--- config.mk ---
export PLATFORM = sky130hd
export DESIGN_NAME = lpm_ctrl
export DESIGN_NICKNAME = d
export VERILOG_FILES = /design/src/rtl/lpm_pkg.sv /design/src/rtl/lpm_cfg_bank.sv /design/src/rtl/lpm_req_eval.sv /design/src/rtl/lpm_out_map.sv /design/src/rtl/lpm_ctrl.sv
export SDC_FILE = /design/constraint.sdc
export NUM_CORES = 1
export LEC_CHECK = 0
export ABC_AREA = 0
export BUFFER_PORTS_ARGS = -buffer_cell sky130_fd_sc_hd__buf_2
export CAP_MARGIN = 30
export CORE_ASPECT_RATIO = 0.8
export CORE_MARGIN = 2
export CORE_UTILIZATION = 36
export CTS_CLUSTER_SIZE = 30
export DETAILED_ROUTE_END_ITERATION = 10
export GPL_TIMING_DRIVEN = 1
export PLACE_DENSITY_LB_ADDON = 0.1
export SETUP_SLACK_MARGIN = 0.2
export SYNTH_ARGS = -nofsm -noshare
export SYNTH_HDL_FRONTEND = slang
export SYNTH_SLANG_ARGS = --single-unit
--- constraint.sdc ---
create_clock -name clk -period 2.8 [get_ports clk]
set_input_delay 0.14 -clock clk [delete_from_list [all_inputs] [get_ports clk]]
set_output_delay 0.14 -clock clk [all_outputs]
set_load 0.03 [all_outputs]
--- src/rtl/lpm_pkg.sv ---
`timescale 1ns/1ps
package lpm_pkg;
  localparam int MODE_W    = 4;
  localparam int CLK_SEL_W = 4;
  localparam int NUM_RUN   = 4;
  localparam int NUM_CFG   = NUM_RUN + 2;
  localparam int CFG_IDX_W = $clog2(NUM_CFG);

  typedef logic [MODE_W-1:0]    mode_t;
  typedef logic [CFG_IDX_W-1:0] cfg_idx_t;

  localparam mode_t MODE_RUN0 = 4'b0100;
  localparam mode_t MODE_HALT = 4'b1000;
  localparam mode_t MODE_STOP = 4'b1010;

  typedef struct packed {
    logic                 pad_pd;
    logic [CLK_SEL_W-1:0] clk_sel;
    logic                 pll_on;
    logic                 xosc_on;
    logic                 firc_on;
    logic                 mvr_on;
  } mode_cfg_t;

  localparam int CFG_W = $bits(mode_cfg_t);

  typedef struct packed {
    logic                 core_clk_en;
    logic                 mvr_en;
    logic                 firc_en;
    logic                 xosc_en;
    logic                 pll_en;
    logic [CLK_SEL_W-1:0] clk_sel;
    logic                 pad_drv_en;
  } pwr_out_t;

  function automatic logic is_run(mode_t m);
    return (m >= MODE_RUN0) && (m < mode_t'(MODE_RUN0 + NUM_RUN));
  endfunction

  function automatic logic is_lowp(mode_t m);
    return (m == MODE_HALT) || (m == MODE_STOP);
  endfunction

  function automatic logic is_defined(mode_t m);
    return is_run(m) || is_lowp(m);
  endfunction

  function automatic cfg_idx_t cfg_index(mode_t m);
    if (is_run(m))        return cfg_idx_t'(m - MODE_RUN0);
    if (m == MODE_HALT)   return cfg_idx_t'(NUM_RUN);
    if (m == MODE_STOP)   return cfg_idx_t'(NUM_RUN + 1);
    return '0;
  endfunction
endpackage

--- src/rtl/lpm_cfg_bank.sv ---
`timescale 1ns/1ps
module lpm_cfg_bank
  import lpm_pkg::*;
#(
  parameter int        ENTRIES  = NUM_CFG,
  parameter mode_cfg_t RST_WORD = '0
) (
  input  logic      clk,
  input  logic      rst,
  input  logic      wr_en,
  input  cfg_idx_t  wr_idx,
  input  mode_cfg_t wr_word,
  input  cfg_idx_t  rd_idx,
  output mode_cfg_t rd_word,
  input  cfg_idx_t  xosc_idx,
  output logic      xosc_bit
);
  mode_cfg_t bank [ENTRIES];

  for (genvar e = 0; e < ENTRIES; e++) begin : g_entry
    always_ff @(posedge clk) begin
      if (rst)
        bank[e] <= RST_WORD;
      else if (wr_en && wr_idx == cfg_idx_t'(e))
        bank[e] <= wr_word;
    end
  end

  assign rd_word  = bank[rd_idx];
  assign xosc_bit = bank[xosc_idx].xosc_on;
endmodule

--- src/rtl/lpm_req_eval.sv ---
`timescale 1ns/1ps
module lpm_req_eval
  import lpm_pkg::*;
(
  input  logic  req_we,
  input  mode_t req_mode,
  input  mode_t cur_mode,
  input  logic  busy,
  input  logic  irq_any,
  input  logic  wkup_any,
  output logic  accept,
  output logic  invalid
);
  logic legal_ctx;
  logic dropped;

  always_comb begin
    legal_ctx = !busy && is_run(cur_mode);
    invalid   = req_we && (!is_defined(req_mode) || !legal_ctx);
    dropped   = req_we && legal_ctx &&
                (((req_mode == MODE_HALT) && irq_any) ||
                 ((req_mode == MODE_STOP) && (irq_any || wkup_any)));
    accept    = req_we && !invalid && !dropped;
  end
endmodule

--- src/rtl/lpm_out_map.sv ---
`timescale 1ns/1ps
module lpm_out_map
  import lpm_pkg::*;
(
  input  mode_t     mode,
  input  mode_cfg_t cfg,
  input  logic      prev_xosc,
  output pwr_out_t  pwr
);
  logic keep_mvr;

  always_comb begin
    keep_mvr = (mode == MODE_HALT) && !cfg.mvr_on && !cfg.firc_on &&
               ((cfg.clk_sel == CLK_SEL_W'(2)) || (cfg.clk_sel == CLK_SEL_W'(3))) &&
               prev_xosc;
    pwr.core_clk_en = is_run(mode);
    pwr.mvr_en      = cfg.mvr_on | keep_mvr;
    pwr.firc_en     = cfg.firc_on;
    pwr.xosc_en     = cfg.xosc_on;
    pwr.pll_en      = (mode == MODE_STOP) ? 1'b0 : cfg.pll_on;
    pwr.clk_sel     = cfg.clk_sel;
    pwr.pad_drv_en  = !((mode == MODE_STOP) && cfg.pad_pd);
  end
endmodule

--- src/rtl/lpm_ctrl.sv ---
`timescale 1ns/1ps
module lpm_ctrl
  import lpm_pkg::*;
#(
  parameter int               NUM_IRQ   = 8,
  parameter int               NUM_WKUP  = 4,
  parameter logic [CFG_W-1:0] CFG_RESET = 9'h003
) (
  input  logic                 clk,
  input  logic                 rst,
  input  logic                 cfg_we,
  input  logic [MODE_W-1:0]    cfg_mode,
  input  logic [CFG_W-1:0]     cfg_wdata,
  input  logic                 req_we,
  input  logic [MODE_W-1:0]    req_mode,
  input  logic                 inv_clr,
  input  logic [NUM_IRQ-1:0]   irq_pend,
  input  logic [NUM_WKUP-1:0]  wkup_pend,
  output logic [MODE_W-1:0]    cur_mode,
  output logic                 busy,
  output logic                 done,
  output logic                 inv_flag,
  output logic                 core_clk_en,
  output logic                 mvr_en,
  output logic                 firc_en,
  output logic                 xosc_en,
  output logic                 pll_en,
  output logic [CLK_SEL_W-1:0] clk_sel,
  output logic                 pad_drv_en
);
  localparam mode_cfg_t RST_CFG = mode_cfg_t'(CFG_RESET);
  localparam pwr_out_t  RST_PWR = '{core_clk_en: 1'b1,
                                    mvr_en:      RST_CFG.mvr_on,
                                    firc_en:     RST_CFG.firc_on,
                                    xosc_en:     RST_CFG.xosc_on,
                                    pll_en:      RST_CFG.pll_on,
                                    clk_sel:     RST_CFG.clk_sel,
                                    pad_drv_en:  1'b1};

  mode_t     cur_q, tgt_q, prev_q;
  logic      busy_q, done_q, inv_q;
  pwr_out_t  pwr_q, pwr_next;
  mode_cfg_t tgt_cfg;
  logic      prev_xosc;
  logic      irq_any, wkup_any, wake;
  logic      accept, invalid;

  assign irq_any  = |irq_pend;
  assign wkup_any = |wkup_pend;
  assign wake     = !busy_q && is_lowp(cur_q) && (irq_any || wkup_any);

  lpm_cfg_bank #(.ENTRIES(NUM_CFG), .RST_WORD(RST_CFG)) u_bank (
    .clk      (clk),
    .rst      (rst),
    .wr_en    (cfg_we && is_defined(cfg_mode)),
    .wr_idx   (cfg_index(cfg_mode)),
    .wr_word  (mode_cfg_t'(cfg_wdata)),
    .rd_idx   (cfg_index(tgt_q)),
    .rd_word  (tgt_cfg),
    .xosc_idx (cfg_index(prev_q)),
    .xosc_bit (prev_xosc)
  );

  lpm_req_eval u_eval (
    .req_we   (req_we),
    .req_mode (req_mode),
    .cur_mode (cur_q),
    .busy     (busy_q),
    .irq_any  (irq_any),
    .wkup_any (wkup_any),
    .accept   (accept),
    .invalid  (invalid)
  );

  lpm_out_map u_map (
    .mode      (tgt_q),
    .cfg       (tgt_cfg),
    .prev_xosc (prev_xosc),
    .pwr       (pwr_next)
  );

  always_ff @(posedge clk) begin
    if (rst) begin
      cur_q  <= MODE_RUN0;
      tgt_q  <= MODE_RUN0;
      prev_q <= MODE_RUN0;
      busy_q <= 1'b0;
      done_q <= 1'b0;
      inv_q  <= 1'b0;
      pwr_q  <= RST_PWR;
    end else begin
      done_q <= 1'b0;
      if (busy_q) begin
        cur_q  <= tgt_q;
        pwr_q  <= pwr_next;
        busy_q <= 1'b0;
        done_q <= 1'b1;
      end else if (wake) begin
        tgt_q  <= prev_q;
        busy_q <= 1'b1;
      end else if (accept) begin
        tgt_q  <= req_mode;
        busy_q <= 1'b1;
        if (is_lowp(req_mode)) prev_q <= cur_q;
      end
      if (invalid)      inv_q <= 1'b1;
      else if (inv_clr) inv_q <= 1'b0;
    end
  end

  assign cur_mode    = cur_q;
  assign busy        = busy_q;
  assign done        = done_q;
  assign inv_flag    = inv_q;
  assign core_clk_en = pwr_q.core_clk_en;
  assign mvr_en      = pwr_q.mvr_en;
  assign firc_en     = pwr_q.firc_en;
  assign xosc_en     = pwr_q.xosc_en;
  assign pll_en      = pwr_q.pll_en;
  assign clk_sel     = pwr_q.clk_sel;
  assign pad_drv_en  = pwr_q.pad_drv_en;
endmodule

==> flow_summary.yaml <==
outcome:
  outcome: "finished clean"
worst_hold_path:
  whs_path_depth: 3
  hp-class: "primary input to flip-flop"
  min_from: "inv_clr"
  whs_endpoint: "inv_flag"
finish:
  layout_commonest_cell: "buf_2"
  final_cells: 532
  antenna_cells: 0
  area_growth_pct: 18.82
  fillerInstances: 944
  final_cell_mix: "51 x buf_2, 48 x edfxtp_1, 37 x and2_1"
  fin_nets: 425
  drive_gt1_share_pct: 22.22
critical_path:
  critPathArrivalTime_ns: 2.41
  r2r-start: "tgt_q[0]"
  critical_path_class: "flip-flop to flip-flop"
  cp_num_buf_inv: 0
  critPathMaxFanout: 23
  worstRegToRegCells: 5
  cp.required_ns: 3.08
  setup.worst_path.end_class: "flip-flop"
  path_delay_family: "flip-flops"
  r2r-end: "mvr_en"
  cpPeakStageDelay_ns: 0.89
  start_kind: "flip-flop"
  crit_slowest_cell: "dfxtp_1"
  rrSetupSlack_ns: 0.68
  path_cells: "and3b_1, nor2b_1, nor3_1, a2111oi_2, a32o_2"
clocking:
  cts_made_buffers: 9
  path_clk_slew_ns: 0.06
  cts_root_buffer: "clkbuf_16"
  cts_tree: "built"
  cts_setup_buffers: 0
  clock_path_buffers: 2
  ctsResizeCount: 0
  holdBufCountCts: 0
  clk_latency_ns: 0.34
  htreeDepth: 3
  clock_sinks: 73
route:
  drcViolationCount: 0
  vias: 2646
  post_drt_wl_per_cell_um: 17.28
  ant_nets: 0
  drt_iter0_drc: 159
  routed_wl_um: 9194
  via_per_inst: 4.974
  drtPass1Iterations: 4
floorplanning:
  start_util_pct: 37.25
  fp.dieH_um: 93.57
  coreArea_um2: 9689
  die_area_um2: 10850
  io-pin-count: 51
  placementRows: 32
  die_w_um: 116.0
synthesis:
  avgSynthCellArea_um2: 10.68
  synth_cells: 338
  ys_types: 54
  synth-seq-area-share_pct: 53.80
  synth-edff-count: 48
  ys_ff_latch: 73
  async_reset_ff_share_pct: 0
  netlist.area_leader.share_pct: 39.93
  yosys-top-cells-area: "edfxtp_1 40%, dfxtp_1 14%, and2_1 6.4%"
  yosysTopAreaCell: "edfxtp_1"
  synth-main-ff-cell: "edfxtp_1"
  synth_area_um2: 3610
  yosysWarningCount: 0
  syn_nets: 372
global_routing:
  track_usage_pct: 18.59
  grtUsageMet2_pct: 25.68
  grt_pass1_vias: 2555
  antenna_found_initial: 0
  grt_pass1_wl_um: 14590
  grt.met3_usage_pct: 5.185
  grt_max_degree: 34
  grt.overflow.total: 0
  met1_usage_pct: 27.95
  grt-busiest-layer: "met1"
sta:
  fin_crit_sh_pct: 75.88
  fmax_mhz: 470.6
  finalSetupViolCount: 0
  clock_skew_ns: 0.005368
  rsz0062_at_grt: "false"
  tightest_slew_ns: 0.8700
  finalSetupTns_ns: 0
  slew_headroom_pct: 41.92
  timing.final.ws_setup_ns: 0.6753
  slew_violations: 0
  hold-worst-slack_ns: 0.07007
  hold_violations: 0
  min_period_ns: 2.125
pwr:
  power_density_nw_per_um2: 584.4
  vdd_drop_max_mv: 0.3437
  finalPower_w: 0.002507
  p_leak_nw: 1.525
flow_run:
  max_cap_viol_count: 0
placed_design:
  dp_slack_ns: 0.6822
  dp.cells: 516
  place_hpwl_um: 6932
  finalWeightedCongestion: 0.8375
  port_buffers: 50
[cells in the mapped netlist, types with 2 or more instances]
| master | count |
|---|---|
| buf_2 | 9 |
| a21oi_1 | 12 |
| mux2_2 | 5 |
| o22ai_1 | 2 |
| nand2b_1 | 17 |
| nand2_1 | 19 |
| a221oi_1 | 2 |
| or3_1 | 6 |
| nor2b_1 | 14 |
| inv_1 | 8 |
| nor3b_2 | 2 |
| a211oi_1 | 6 |
| nand4b_1 | 3 |
| o221ai_1 | 2 |
| nand3b_1 | 2 |
| edfxtp_1 | 48 |
| o31ai_1 | 4 |
| o21ai_0 | 8 |
| a31oi_1 | 6 |
| o211ai_1 | 3 |
| nand3_1 | 9 |
| mux2i_1 | 17 |
| a32oi_1 | 2 |
| clkbuf_1 | 8 |
| nor3_1 | 10 |
| nor4_1 | 4 |
| and2_1 | 37 |
| dfxtp_1 | 25 |
| nor2_1 | 21 |
| a211o_1 | 2 |
| o2111ai_1 | 2 |
[flip-flops by register name, indices dropped and copies added, names as in the netlist, 4 cells and up]
| name | cells |
|---|---|
| clk_sel | 4 |
| cur_mode | 4 |
| prev_q | 4 |
| tgt_q | 4 |
| u_bank.bank | 48 |
[logic make-up after synthesis]
logic type | count (synthesis) | synth area share, %
AND/OR/NAND/NOR | 155 | 24.71
AO/OA/AOI/OAI | 61 | 11.75
multiplexers | 22 | 6.274
XOR/XNOR | 1 | 0.2427
buffers and inverters | 26 | 3.224
flip-flops | 73 | 53.80
[layer usage]
metal / part of all wire [%] / up-vias / wire length [um]
met5: 0 / - / 0
met1: 52 / 1243 / 4771
met3: 4.2 / 7 / 382
met4: 1.3 / 0 / 120
li1: - / 1343 / -
met2: 43 / 53 / 3920
[tightest hold or removal path, cell delays in order]
cell	delay [ns]
buf_2	0.08
nand2b_1	0.09
a21oi_1	0.05
[area by class of cell]
| cell class | instances | area (um2) | area share (%) |
|---|---|---|---|
| repair buffers | 60 | 322.8 | 7.526 |
| clock inverters | 7 | 47.55 | 1.109 |
| well taps | 136 | 170.2 | 3.967 |
| flip-flops and latches | 73 | 1942 | 45.27 |
| inverters | 8 | 30.03 | 0.7001 |
| clock buffers | 9 | 225.2 | 5.251 |
| multi-input cells | 239 | 1551 | 36.17 |
[how the worst max path moves through the flow]
| stage | startpoint | endpoint | slack [ns] | cells past startpoint |
|---|---|---|---|---|
| final | tgt_q[0] | mvr_en | 0.68 | 5 |
| after global routing | tgt_q[0] | mvr_en | 0.44 | 5 |
| after CTS | tgt_q[0] | mvr_en | 0.66 | 5 |
| after detailed placement | tgt_q[0] | mvr_en | 0.68 | 5 |
| after global placement | tgt_q[0] | mvr_en | 0.70 | 5 |
| after floorplan | busy | prev_q[0] | 1.13 | 6 |
[where the power goes]
part	internal [W]	leakage [nW]	switching [W]
Sequential	0.00120	0.668	0.0000399
Clock	0.000595	0.119	0.000449
Combinational	0.0000899	0.738	0.000133
Total	0.00188	1.53	0.000622
[through the flow]
step	instance area, um2	utilization (%)
finish	4289	44.27
global placement	4004	41.32
CTS	4289	44.27
global route	4289	44.27
detailed placement	4016	41.45
floorplan	3610	-
(Power assumes the default switching activity.)
